<file path="src/rtl/pgwalk_pkg.sv">
package pgwalk_pkg;

  // entry flag positions; the walker decodes these
  localparam int unsigned FLG_PRESENT = 0;
  localparam int unsigned FLG_WRITE   = 1;
  localparam int unsigned FLG_USER    = 2;
  localparam int unsigned FLG_ACCESS  = 5;
  localparam int unsigned FLG_DIRTY   = 6;
  localparam int unsigned FLG_LARGE   = 7;

  typedef enum logic [2:0] {
    WS_IDLE   = 3'd0,
    WS_DIR_RD = 3'd1,
    WS_DIR_WB = 3'd2,
    WS_TBL_RD = 3'd3,
    WS_TBL_WB = 3'd4
  } walk_st_t;

  typedef enum logic [1:0] {
    FC_NONE   = 2'd0,
    FC_ABSENT = 2'd1,
    FC_PRIV   = 2'd2,
    FC_WPROT  = 2'd3
  } fault_code_t;

endpackage

</file>
<file path="src/rtl/pgwalk_perm.sv">
module pgwalk_perm
  import pgwalk_pkg::*;
(
  input  logic        ent_present,
  input  logic        ent_write,
  input  logic        ent_user,
  input  logic        acc_user,
  input  logic        acc_write,
  output fault_code_t cause
);

  // priority: absent, then privilege, then write protection
  always_comb begin
    if (!ent_present)               cause = FC_ABSENT;
    else if (acc_user && !ent_user) cause = FC_PRIV;
    else if (acc_write && !ent_write) cause = FC_WPROT;
    else                            cause = FC_NONE;
  end

endmodule

</file>
<file path="src/rtl/pgwalk_addr.sv">
module pgwalk_addr #(
  parameter int unsigned VA_W  = 32,
  parameter int unsigned IDX_W = 10,
  parameter int unsigned OFF_W = 12
) (
  input  logic [VA_W-1:0]       va,
  input  logic [VA_W-OFF_W-1:0] base_frm,
  input  logic [VA_W-OFF_W-1:0] pde_frm,
  input  logic [VA_W-OFF_W-1:0] leaf_frm,
  output logic [VA_W-1:0]       dir_addr,
  output logic [VA_W-1:0]       tbl_addr,
  output logic [VA_W-1:0]       pa_small,
  output logic [VA_W-1:0]       pa_large
);

  localparam int unsigned FRM_W     = VA_W - OFF_W;
  localparam int unsigned ENT_SHIFT = OFF_W - IDX_W;
  localparam int unsigned BIG_OFF_W = OFF_W + IDX_W;
  localparam int unsigned DIR_LSB   = VA_W - IDX_W;

  logic [IDX_W-1:0] dir_idx;
  logic [IDX_W-1:0] tbl_idx;

  assign dir_idx = va[VA_W-1:DIR_LSB];
  assign tbl_idx = va[BIG_OFF_W-1:OFF_W];

  assign dir_addr = {base_frm, dir_idx, {ENT_SHIFT{1'b0}}};
  assign tbl_addr = {pde_frm,  tbl_idx, {ENT_SHIFT{1'b0}}};
  assign pa_small = {leaf_frm, va[OFF_W-1:0]};
  assign pa_large = {leaf_frm[FRM_W-1:IDX_W], va[BIG_OFF_W-1:0]};

endmodule

</file>
<file path="src/rtl/pgwalk_ctrl.sv">
module pgwalk_ctrl
  import pgwalk_pkg::*;
#(
  parameter int unsigned VA_W  = 32,
  parameter int unsigned OFF_W = 12
) (
  input  logic                  clk,
  input  logic                  rst_n,
  input  logic                  req_valid,
  input  logic [VA_W-1:0]       req_vaddr,
  input  logic                  req_write,
  input  logic                  req_user,
  input  logic [VA_W-OFF_W-1:0] dir_frame,
  input  logic                  mem_ack,
  input  logic [VA_W-1:0]       mem_rdata,
  input  fault_code_t           chk_cause,
  input  logic [VA_W-1:0]       dir_addr,
  input  logic [VA_W-1:0]       tbl_addr,
  input  logic [VA_W-1:0]       pa_small,
  input  logic [VA_W-1:0]       pa_large,
  output logic [VA_W-1:0]       va_q,
  output logic [VA_W-OFF_W-1:0] base_q,
  output logic [VA_W-1:0]       pde_q,
  output logic [VA_W-1:0]       leaf_ent,
  output logic                  user_q,
  output logic                  write_q,
  output logic                  busy,
  output logic                  done,
  output logic                  fault,
  output fault_code_t           fault_cause,
  output logic [VA_W-1:0]       pa,
  output logic [VA_W-1:0]       leaf_entry,
  output logic                  mem_req,
  output logic                  mem_we,
  output logic [VA_W-1:0]       mem_addr,
  output logic [VA_W-1:0]       mem_wdata
);

  localparam logic [VA_W-1:0] ACC_MASK = VA_W'(1) << FLG_ACCESS;
  localparam logic [VA_W-1:0] DRT_MASK = VA_W'(1) << FLG_DIRTY;

  walk_st_t        st_q, st_d;
  logic [VA_W-1:0] pte_q;
  logic [VA_W-1:0] upd_dir, upd_tbl;
  logic            take_en, pde_en, pte_en, res_en;
  logic [VA_W-1:0] res_pa, res_leaf;
  logic            done_d, fault_d;
  fault_code_t     cause_d;

  assign upd_dir = mem_rdata | ACC_MASK;
  assign upd_tbl = mem_rdata | ACC_MASK | (write_q ? DRT_MASK : '0);

  // entry that becomes the leaf if the walk finishes this cycle
  always_comb begin
    unique case (st_q)
      WS_DIR_RD: leaf_ent = upd_dir;
      WS_DIR_WB: leaf_ent = pde_q;
      WS_TBL_RD: leaf_ent = upd_tbl;
      default:   leaf_ent = pte_q;
    endcase
  end

  // next-state logic
  always_comb begin
    st_d     = st_q;
    take_en  = 1'b0;
    pde_en   = 1'b0;
    pte_en   = 1'b0;
    res_en   = 1'b0;
    res_pa   = '0;
    res_leaf = '0;
    done_d   = 1'b0;
    fault_d  = 1'b0;
    cause_d  = FC_NONE;
    unique case (st_q)
      WS_IDLE: begin
        if (req_valid) begin
          take_en = 1'b1;
          st_d    = WS_DIR_RD;
        end
      end
      WS_DIR_RD: begin
        if (mem_ack) begin
          if (chk_cause != FC_NONE) begin
            fault_d  = 1'b1;
            cause_d  = chk_cause;
            res_en   = 1'b1;
            res_leaf = mem_rdata;
            st_d     = WS_IDLE;
          end else begin
            pde_en = 1'b1;
            if (!mem_rdata[FLG_ACCESS]) begin
              st_d = WS_DIR_WB;
            end else if (mem_rdata[FLG_LARGE]) begin
              done_d   = 1'b1;
              res_en   = 1'b1;
              res_pa   = pa_large;
              res_leaf = leaf_ent;
              st_d     = WS_IDLE;
            end else begin
              st_d = WS_TBL_RD;
            end
          end
        end
      end
      WS_DIR_WB: begin
        if (mem_ack) begin
          if (pde_q[FLG_LARGE]) begin
            done_d   = 1'b1;
            res_en   = 1'b1;
            res_pa   = pa_large;
            res_leaf = leaf_ent;
            st_d     = WS_IDLE;
          end else begin
            st_d = WS_TBL_RD;
          end
        end
      end
      WS_TBL_RD: begin
        if (mem_ack) begin
          if (chk_cause != FC_NONE) begin
            fault_d  = 1'b1;
            cause_d  = chk_cause;
            res_en   = 1'b1;
            res_leaf = mem_rdata;
            st_d     = WS_IDLE;
          end else begin
            pte_en = 1'b1;
            if (upd_tbl != mem_rdata) begin
              st_d = WS_TBL_WB;
            end else begin
              done_d   = 1'b1;
              res_en   = 1'b1;
              res_pa   = pa_small;
              res_leaf = leaf_ent;
              st_d     = WS_IDLE;
            end
          end
        end
      end
      WS_TBL_WB: begin
        if (mem_ack) begin
          done_d   = 1'b1;
          res_en   = 1'b1;
          res_pa   = pa_small;
          res_leaf = leaf_ent;
          st_d     = WS_IDLE;
        end
      end
      default: st_d = WS_IDLE;
    endcase
  end

  // registers
  always_ff @(posedge clk or negedge rst_n) begin
    if (!rst_n) begin
      st_q        <= WS_IDLE;
      va_q        <= '0;
      base_q      <= '0;
      user_q      <= 1'b0;
      write_q     <= 1'b0;
      pde_q       <= '0;
      pte_q       <= '0;
      pa          <= '0;
      leaf_entry  <= '0;
      done        <= 1'b0;
      fault       <= 1'b0;
      fault_cause <= FC_NONE;
    end else begin
      st_q        <= st_d;
      done        <= done_d;
      fault       <= fault_d;
      fault_cause <= cause_d;
      if (take_en) begin
        va_q    <= req_vaddr;
        base_q  <= dir_frame;
        user_q  <= req_user;
        write_q <= req_write;
      end
      if (pde_en) pde_q <= upd_dir;
      if (pte_en) pte_q <= upd_tbl;
      if (res_en) begin
        pa         <= res_pa;
        leaf_entry <= res_leaf;
      end
    end
  end

  // memory port, held by state until acknowledged
  assign busy      = (st_q != WS_IDLE);
  assign mem_req   = busy;
  assign mem_we    = (st_q == WS_DIR_WB) || (st_q == WS_TBL_WB);
  assign mem_addr  = ((st_q == WS_DIR_RD) || (st_q == WS_DIR_WB)) ? dir_addr : tbl_addr;
  assign mem_wdata = (st_q == WS_DIR_WB) ? pde_q : pte_q;

endmodule

</file>
<file path="src/rtl/pgwalk.sv">
module pgwalk
  import pgwalk_pkg::*;
#(
  parameter int unsigned VA_W  = 32,
  parameter int unsigned IDX_W = 10,
  parameter int unsigned OFF_W = 12
) (
  input  logic                  clk,
  input  logic                  rst_n,
  input  logic                  req_valid,
  input  logic [VA_W-1:0]       req_vaddr,
  input  logic                  req_write,
  input  logic                  req_user,
  input  logic [VA_W-OFF_W-1:0] dir_frame,
  output logic                  busy,
  output logic                  done,
  output logic                  fault,
  output logic [1:0]            fault_cause,
  output logic [VA_W-1:0]       pa,
  output logic [VA_W-1:0]       leaf_entry,
  output logic                  mem_req,
  output logic                  mem_we,
  output logic [VA_W-1:0]       mem_addr,
  output logic [VA_W-1:0]       mem_wdata,
  input  logic                  mem_ack,
  input  logic [VA_W-1:0]       mem_rdata
);

  localparam int unsigned FRM_W = VA_W - OFF_W;

  // reset asserts at once, releases on the clock
  logic [1:0] rsync_q;
  logic       rst_int_n;

  always_ff @(posedge clk or negedge rst_n) begin
    if (!rst_n) rsync_q <= '0;
    else        rsync_q <= {rsync_q[0], 1'b1};
  end
  assign rst_int_n = rsync_q[1];

  logic [VA_W-1:0]  va_q, pde_q, leaf_ent;
  logic [FRM_W-1:0] base_q;
  logic             user_q, write_q;
  logic [VA_W-1:0]  dir_addr, tbl_addr, pa_small, pa_large;
  fault_code_t      chk_cause, cause_q;

  pgwalk_perm u_perm (
    .ent_present (mem_rdata[FLG_PRESENT]),
    .ent_write   (mem_rdata[FLG_WRITE]),
    .ent_user    (mem_rdata[FLG_USER]),
    .acc_user    (user_q),
    .acc_write   (write_q),
    .cause       (chk_cause)
  );

  pgwalk_addr #(.VA_W(VA_W), .IDX_W(IDX_W), .OFF_W(OFF_W)) u_addr (
    .va       (va_q),
    .base_frm (base_q),
    .pde_frm  (pde_q[VA_W-1:OFF_W]),
    .leaf_frm (leaf_ent[VA_W-1:OFF_W]),
    .dir_addr (dir_addr),
    .tbl_addr (tbl_addr),
    .pa_small (pa_small),
    .pa_large (pa_large)
  );

  pgwalk_ctrl #(.VA_W(VA_W), .OFF_W(OFF_W)) u_ctrl (
    .clk         (clk),
    .rst_n       (rst_int_n),
    .req_valid   (req_valid),
    .req_vaddr   (req_vaddr),
    .req_write   (req_write),
    .req_user    (req_user),
    .dir_frame   (dir_frame),
    .mem_ack     (mem_ack),
    .mem_rdata   (mem_rdata),
    .chk_cause   (chk_cause),
    .dir_addr    (dir_addr),
    .tbl_addr    (tbl_addr),
    .pa_small    (pa_small),
    .pa_large    (pa_large),
    .va_q        (va_q),
    .base_q      (base_q),
    .pde_q       (pde_q),
    .leaf_ent    (leaf_ent),
    .user_q      (user_q),
    .write_q     (write_q),
    .busy        (busy),
    .done        (done),
    .fault       (fault),
    .fault_cause (cause_q),
    .pa          (pa),
    .leaf_entry  (leaf_entry),
    .mem_req     (mem_req),
    .mem_we      (mem_we),
    .mem_addr    (mem_addr),
    .mem_wdata   (mem_wdata)
  );

  assign fault_cause = cause_q;

endmodule

</file>
<file path="config.mk">
export PLATFORM = sky130hd
export DESIGN_NAME = pgwalk
export DESIGN_NICKNAME = d
export VERILOG_FILES = /design/src/rtl/pgwalk_pkg.sv /design/src/rtl/pgwalk_perm.sv /design/src/rtl/pgwalk_addr.sv /design/src/rtl/pgwalk_ctrl.sv /design/src/rtl/pgwalk.sv
export SDC_FILE = /design/constraint.sdc
export NUM_CORES = 1
export LEC_CHECK = 0
export BUFFER_PORTS_ARGS = -buffer_cell sky130_fd_sc_hd__buf_4
export CAP_MARGIN = 20
export CORE_MARGIN = 2
export CORE_UTILIZATION = 40
export DETAILED_ROUTE_END_ITERATION = 7
export SLEW_MARGIN = 30
export SYNTH_ARGS = -nofsm -noshare
export SYNTH_HDL_FRONTEND = slang
export SYNTH_SLANG_ARGS = --single-unit
</file>
<file path="constraint.sdc">
create_clock -name clk -period 15.1 [get_ports clk]
set_clock_uncertainty 0.2 [all_clocks]
set_input_delay 4.53 -clock clk [delete_from_list [all_inputs] [get_ports clk]]
set_output_delay 4.53 -clock clk [all_outputs]
set_load 0.05 [all_outputs]
</file>
# Word level (Yosys, flattened, before mapping)
# Cells that the tools add are included.
dict set report op_classes {
  bitwise_logic 1
  muxes 69
  reduce_logical 11
  eq_ne 10
}
# operator count
set ops {}
lappend ops {{$mux 32} 22}
lappend ops {{$pmux 32 s4} 2}
lappend ops {{$pmux 32 s3} 1}
lappend ops {{$ne 32x32->1} 1}
lappend ops {{$or 32x32->32} 1}
lappend ops {{$mux 3} 9}
lappend ops {{$mux 1} 23}
lappend ops {{$mux 2} 8}
lappend ops {{$pmux 3 s5} 1}
lappend ops {{$ne 2x2->1 const B} 5}
lappend ops {{$pmux 1 s4} 2}
lappend ops {{$mux 7} 1}
lappend ops {{$eq 3x2->1 const B} 2}
lappend ops {{$reduce_and 5->1} 1}
lappend ops {{$eq 3x1->1 const B} 1}
lappend ops {{$eq 3x3->1 const B} 1}
lappend ops {{$logic_not 3->1} 1}
lappend ops {{$reduce_bool 3->1} 1}
lappend ops {{$logic_and 1x1->1} 2}
lappend ops {{$logic_not 1->1} 2}
lappend ops {{$logic_or 1x1->1} 2}
lappend ops {{$reduce_bool 2->1} 1}
lappend ops {{$reduce_or 2->1} 1}
dict set report word_totals {
  output_inout_bits 135
  inputBits 90
  wordCells 104
  ff_bits 191
}

# Depth between registers and ports, before layout
dict set report logic_depth {
  depth_word 9
  depth_mapped 8
  mapped_depth_nobuf 6
}

# Modules after synthesis
# From an unflattened synthesis, not the netlist that was laid out.
dict set report unflattened {
  hier_cells 958
  area_unflattened_um2 11015.6
}
# module n_inst cells_each area_each_um2
set modules_own_cells {}
lappend modules_own_cells {pgwalk_ctrl 1 821 9965.8}
lappend modules_own_cells {pgwalk_addr 1 129 964.7}
lappend modules_own_cells {pgwalk 1 3 53.8}
lappend modules_own_cells {pgwalk_perm 1 5 31.3}

# Worst setup path before layout
# Ideal clock, no wire load.
dict set report synth_path {
  kind {register to output}
  from {register u_ctrl.st_q[2]}
  to {output port mem_req}
  stages_incl_launch_ff 6
  arrival_ns 1.632
  slack_ns 8.738
  cell_sequence {dfrtp_1 -> buf_2 -> inv_2 -> clkbuf_1 -> nand2_1 -> buf_4}
}
dict set report synth_between {
  elab_chain_cells 1
}
# element line
set synth_lines {}
lappend synth_lines {{start: declaration} pgwalk_ctrl.sv:42} ;# walk_st_t st_q, st_d;
lappend synth_lines {{start signal: assignment} pgwalk_ctrl.sv:170} ;# st_q <= st_d;
lappend synth_lines {{$reduce_bool 3->1} pgwalk_ctrl.sv:190} ;# assign busy = (st_q != WS_IDLE);
lappend synth_lines {{end: declaration} pgwalk.sv:21} ;# output logic mem_req,
# Every way passes these cells.

# Worst setup path in the final report
dict set report layout_path {
  from {register u_ctrl.st_q[0]}
  to {output port mem_wdata[7]}
}
dict set report layout_between {
  elab_chain_cells 2
}
# element line
set layout_lines {}
lappend layout_lines {{$eq 3x2->1} pgwalk_ctrl.sv:194} ;# assign mem_wdata = (st_q == WS_DIR_WB) ? pde_q : pte_q;
lappend layout_lines {{$mux 32} pgwalk_ctrl.sv:194}
lappend layout_lines {{end: declaration} pgwalk.sv:24} ;# output logic [VA_W-1:0] mem_wdata,
# Every way passes these cells.

==> flow_summary.yaml <==
floorplanning:
  die_x_microns: 157
  io_pins: 225
  die_y_microns: 157
  core_sq_um: 22800
  die_area_sq_um: 24600
  start_util_pct: 41.0
  placementRows: 55
cts:
  cts.sinks: 191
  cts_resized: 0
  cts_tree: "yes"
  cts_setup_buffers: 0
  numCtsBuffers: 17
  htree_levels: 4
  root_buffer: "clkbuf_16"
  clkTransAtPathRegs_ps: 80
  clk_latency_ps: 440
  cts_hold_buffers: 0
  cts_buffer_depth: 2
global_route:
  grt_max_degree: 64
  grt_overflow: 0
  grt_first_pass_wirelength_microns: 42500
  track_usage_pct: 22.6
  antenna_found_initial: 0
  grt_pass1_vias: 7203
layout:
  drive_above_1_share_pct: 45.0
  area_growth_pct: 26.5
  layout.nets: 1076
  diodes: 0
  layout_commonest_cell: "buf_4"
  layout_common_cells: "231 x buf_4, 189 x dfrtp_1, 164 x mux2_2, 90 x nor2_1, 48 x o21ai_0"
sta:
  worst_slew_pin_slew_ps: 968
  slew_headroom_pct: 35.5
  layout_min_cycle_time_ps: 7840
  tns_ps: 0
  final_max_slew_viol_count: 0
  rsz0062_at_grt: "false"
  min_period_over_period_pct: 51.9
  finalSetupViolations: 0
  timing.fmax_ghz: 0.128
  finalHoldViolations: 0
worst_setup_path:
  startpoint_type: "flop"
  critPathKind: "reg -> out"
  path_delay_family: "flip-flops"
  critPathSlowestCell: "dfrtp_1"
  slowest_delay_ps: 980
  crit_fanout: 25
  critPathArrivalTime_ps: 3110
  crit_required_ps: 10370
  worstPathCellList: "inv_1 > and2_1 > a21o_1 > buf_4"
  crit_path_end_kind: "output port"
  worstPathBufferInverterCount: 2
yosys:
  yosys-top-cells-area: "dfrtp_1 51%, mux2_2 20%, nor2_1 3.8%"
  ys_types: 56
  yosysTopAreaCell: "dfrtp_1"
  synth_seq_cells: 191
  synthFlopType: "dfrtp_1"
  synth_area_per_cell_sq_um: 11.7
  synth_area_sq_um: 9350
  synth-seq-area-share_pct: 51.1
  synth_top_area_share_pct: 51.1
  synth-edff-count: 0
  async_flop_share_pct: 100
  synth_warnings: 0
  synth_cells: 798
detailed_routing:
  drt-initial-drc-count: 475
  drc: 0
  ant_nets: 0
  wire_per_inst_microns: 20.8
  num_vias: 7300
  drt_wl_total_microns: 27300
  via_per_inst: 5.56
  firstDrtPassIters: 5
place:
  io_buffers: 222
  gp_routability_congestion: 0.821
  hpwl_microns: 18500
flow_run:
  drv_cap: 0
min_path:
  hold_class: "reg -> async"
outcome:
  status: "complete, no violations"
synth_stat cells, drive strengths merged, types with 2 or more instances:
master,number
dfrtp,191
mux2,174
nor2,96
o21ai,54
buf,43
a221o,28
o221ai,23
clkbuf,22
nor3b,21
a22o,20
nor3,16
nand2,14
a31oi,12
o2bb2ai,11
a21oi,10
a22oi,10
nand2b,10
inv,5
nor2b,4
a21o,3
and3,3
nand3,3
and2,2
conb,2
nand4,2
o22ai,2
or2,2
state kept, by name, indices dropped and copies added, names as in the netlist:
| name | count |
|---|---|
| u_ctrl.done | 1 |
| u_ctrl.fault_cause | 2 |
| u_ctrl.leaf_entry | 32 |
| u_ctrl.st_q | 3 |
| u_ctrl.fault | 1 |
| u_ctrl.pa | 32 |
| u_ctrl.pde_q | 32 |
| u_ctrl.write_q | 1 |
| u_ctrl.pte_q | 32 |
| u_ctrl.base_q | 20 |
| rsync_q | 2 |
| u_ctrl.va_q | 32 |
| u_ctrl.user_q | 1 |
final timing paths:
check,slack (ps),cells after the start,start,end
setup / recovery,7260,4,u_ctrl.st_q[0],mem_wdata[7]
hold / removal,100,0,rsync_q[1],u_ctrl.base_q[15]
setup reg to reg,11060,6,u_ctrl.st_q[0],u_ctrl.pa[9]
hold reg to reg,100,0,rsync_q[1],u_ctrl.base_q[15]
max in group asynchronous,10950,1,rst_n,rsync_q[1]
min in group clk,160,0,rsync_q[0],rsync_q[1]
per-stage QoR:
stage	util [%]	hold slack (ps)	setup slack (ps)	std cells	area, sq um
2_1_floorplan	-	131	8740	799	9350
3_3_place_gp	49.1	108	7540	1278	11200
3_5_place_dp	49.3	109	7620	1279	11200
4_1_cts	51.8	119	7150	1311	11800
5_1_grt	51.9	146	7150	1312	11800
6_report	51.9	96.6	7260	1312	11800
worst register-to-register path, delay by kind of cell (launching register included):
family	cells	cell delay [ps]
flops	1	980
buf+inv	2	1000
compound gates	2	640
simple gates	2	1120
layout make-up:
type                    count  area, sq um
clock buffers              19          443
fillers                  2036        11000
repair buffers            233         1790
well taps                 313          392
flip-flops and latches    191         4780
inverters                   5         18.8
clock inverters            13          116
multi-input cells         538         4280
logic make-up after synthesis:
group / synth area share, %
AOI/OAI and AO/OA: 14.7
buffers and inverters: 3.64
muxes: 21.1
DFF: 51.1
xor gates and xnor gates: 0.0937
and+or+nand+nor: 9.26
other: 0.0804
routing by layer:
metal | global-route usage [%] | share of wire, % | vias up
li1 | - | - | 3332
met1 | 32.8 | 47 | 3681
met2 | 33.8 | 45 | 258
met3 | 5.32 | 6.7 | 29
met4 | 5.77 | 1.4 | 0
met5 | 0 | 0 | -
Power is left out: the tool's default activity adds up to more than one toggle a clock period on the data nets, which glitch-free logic cannot reach.
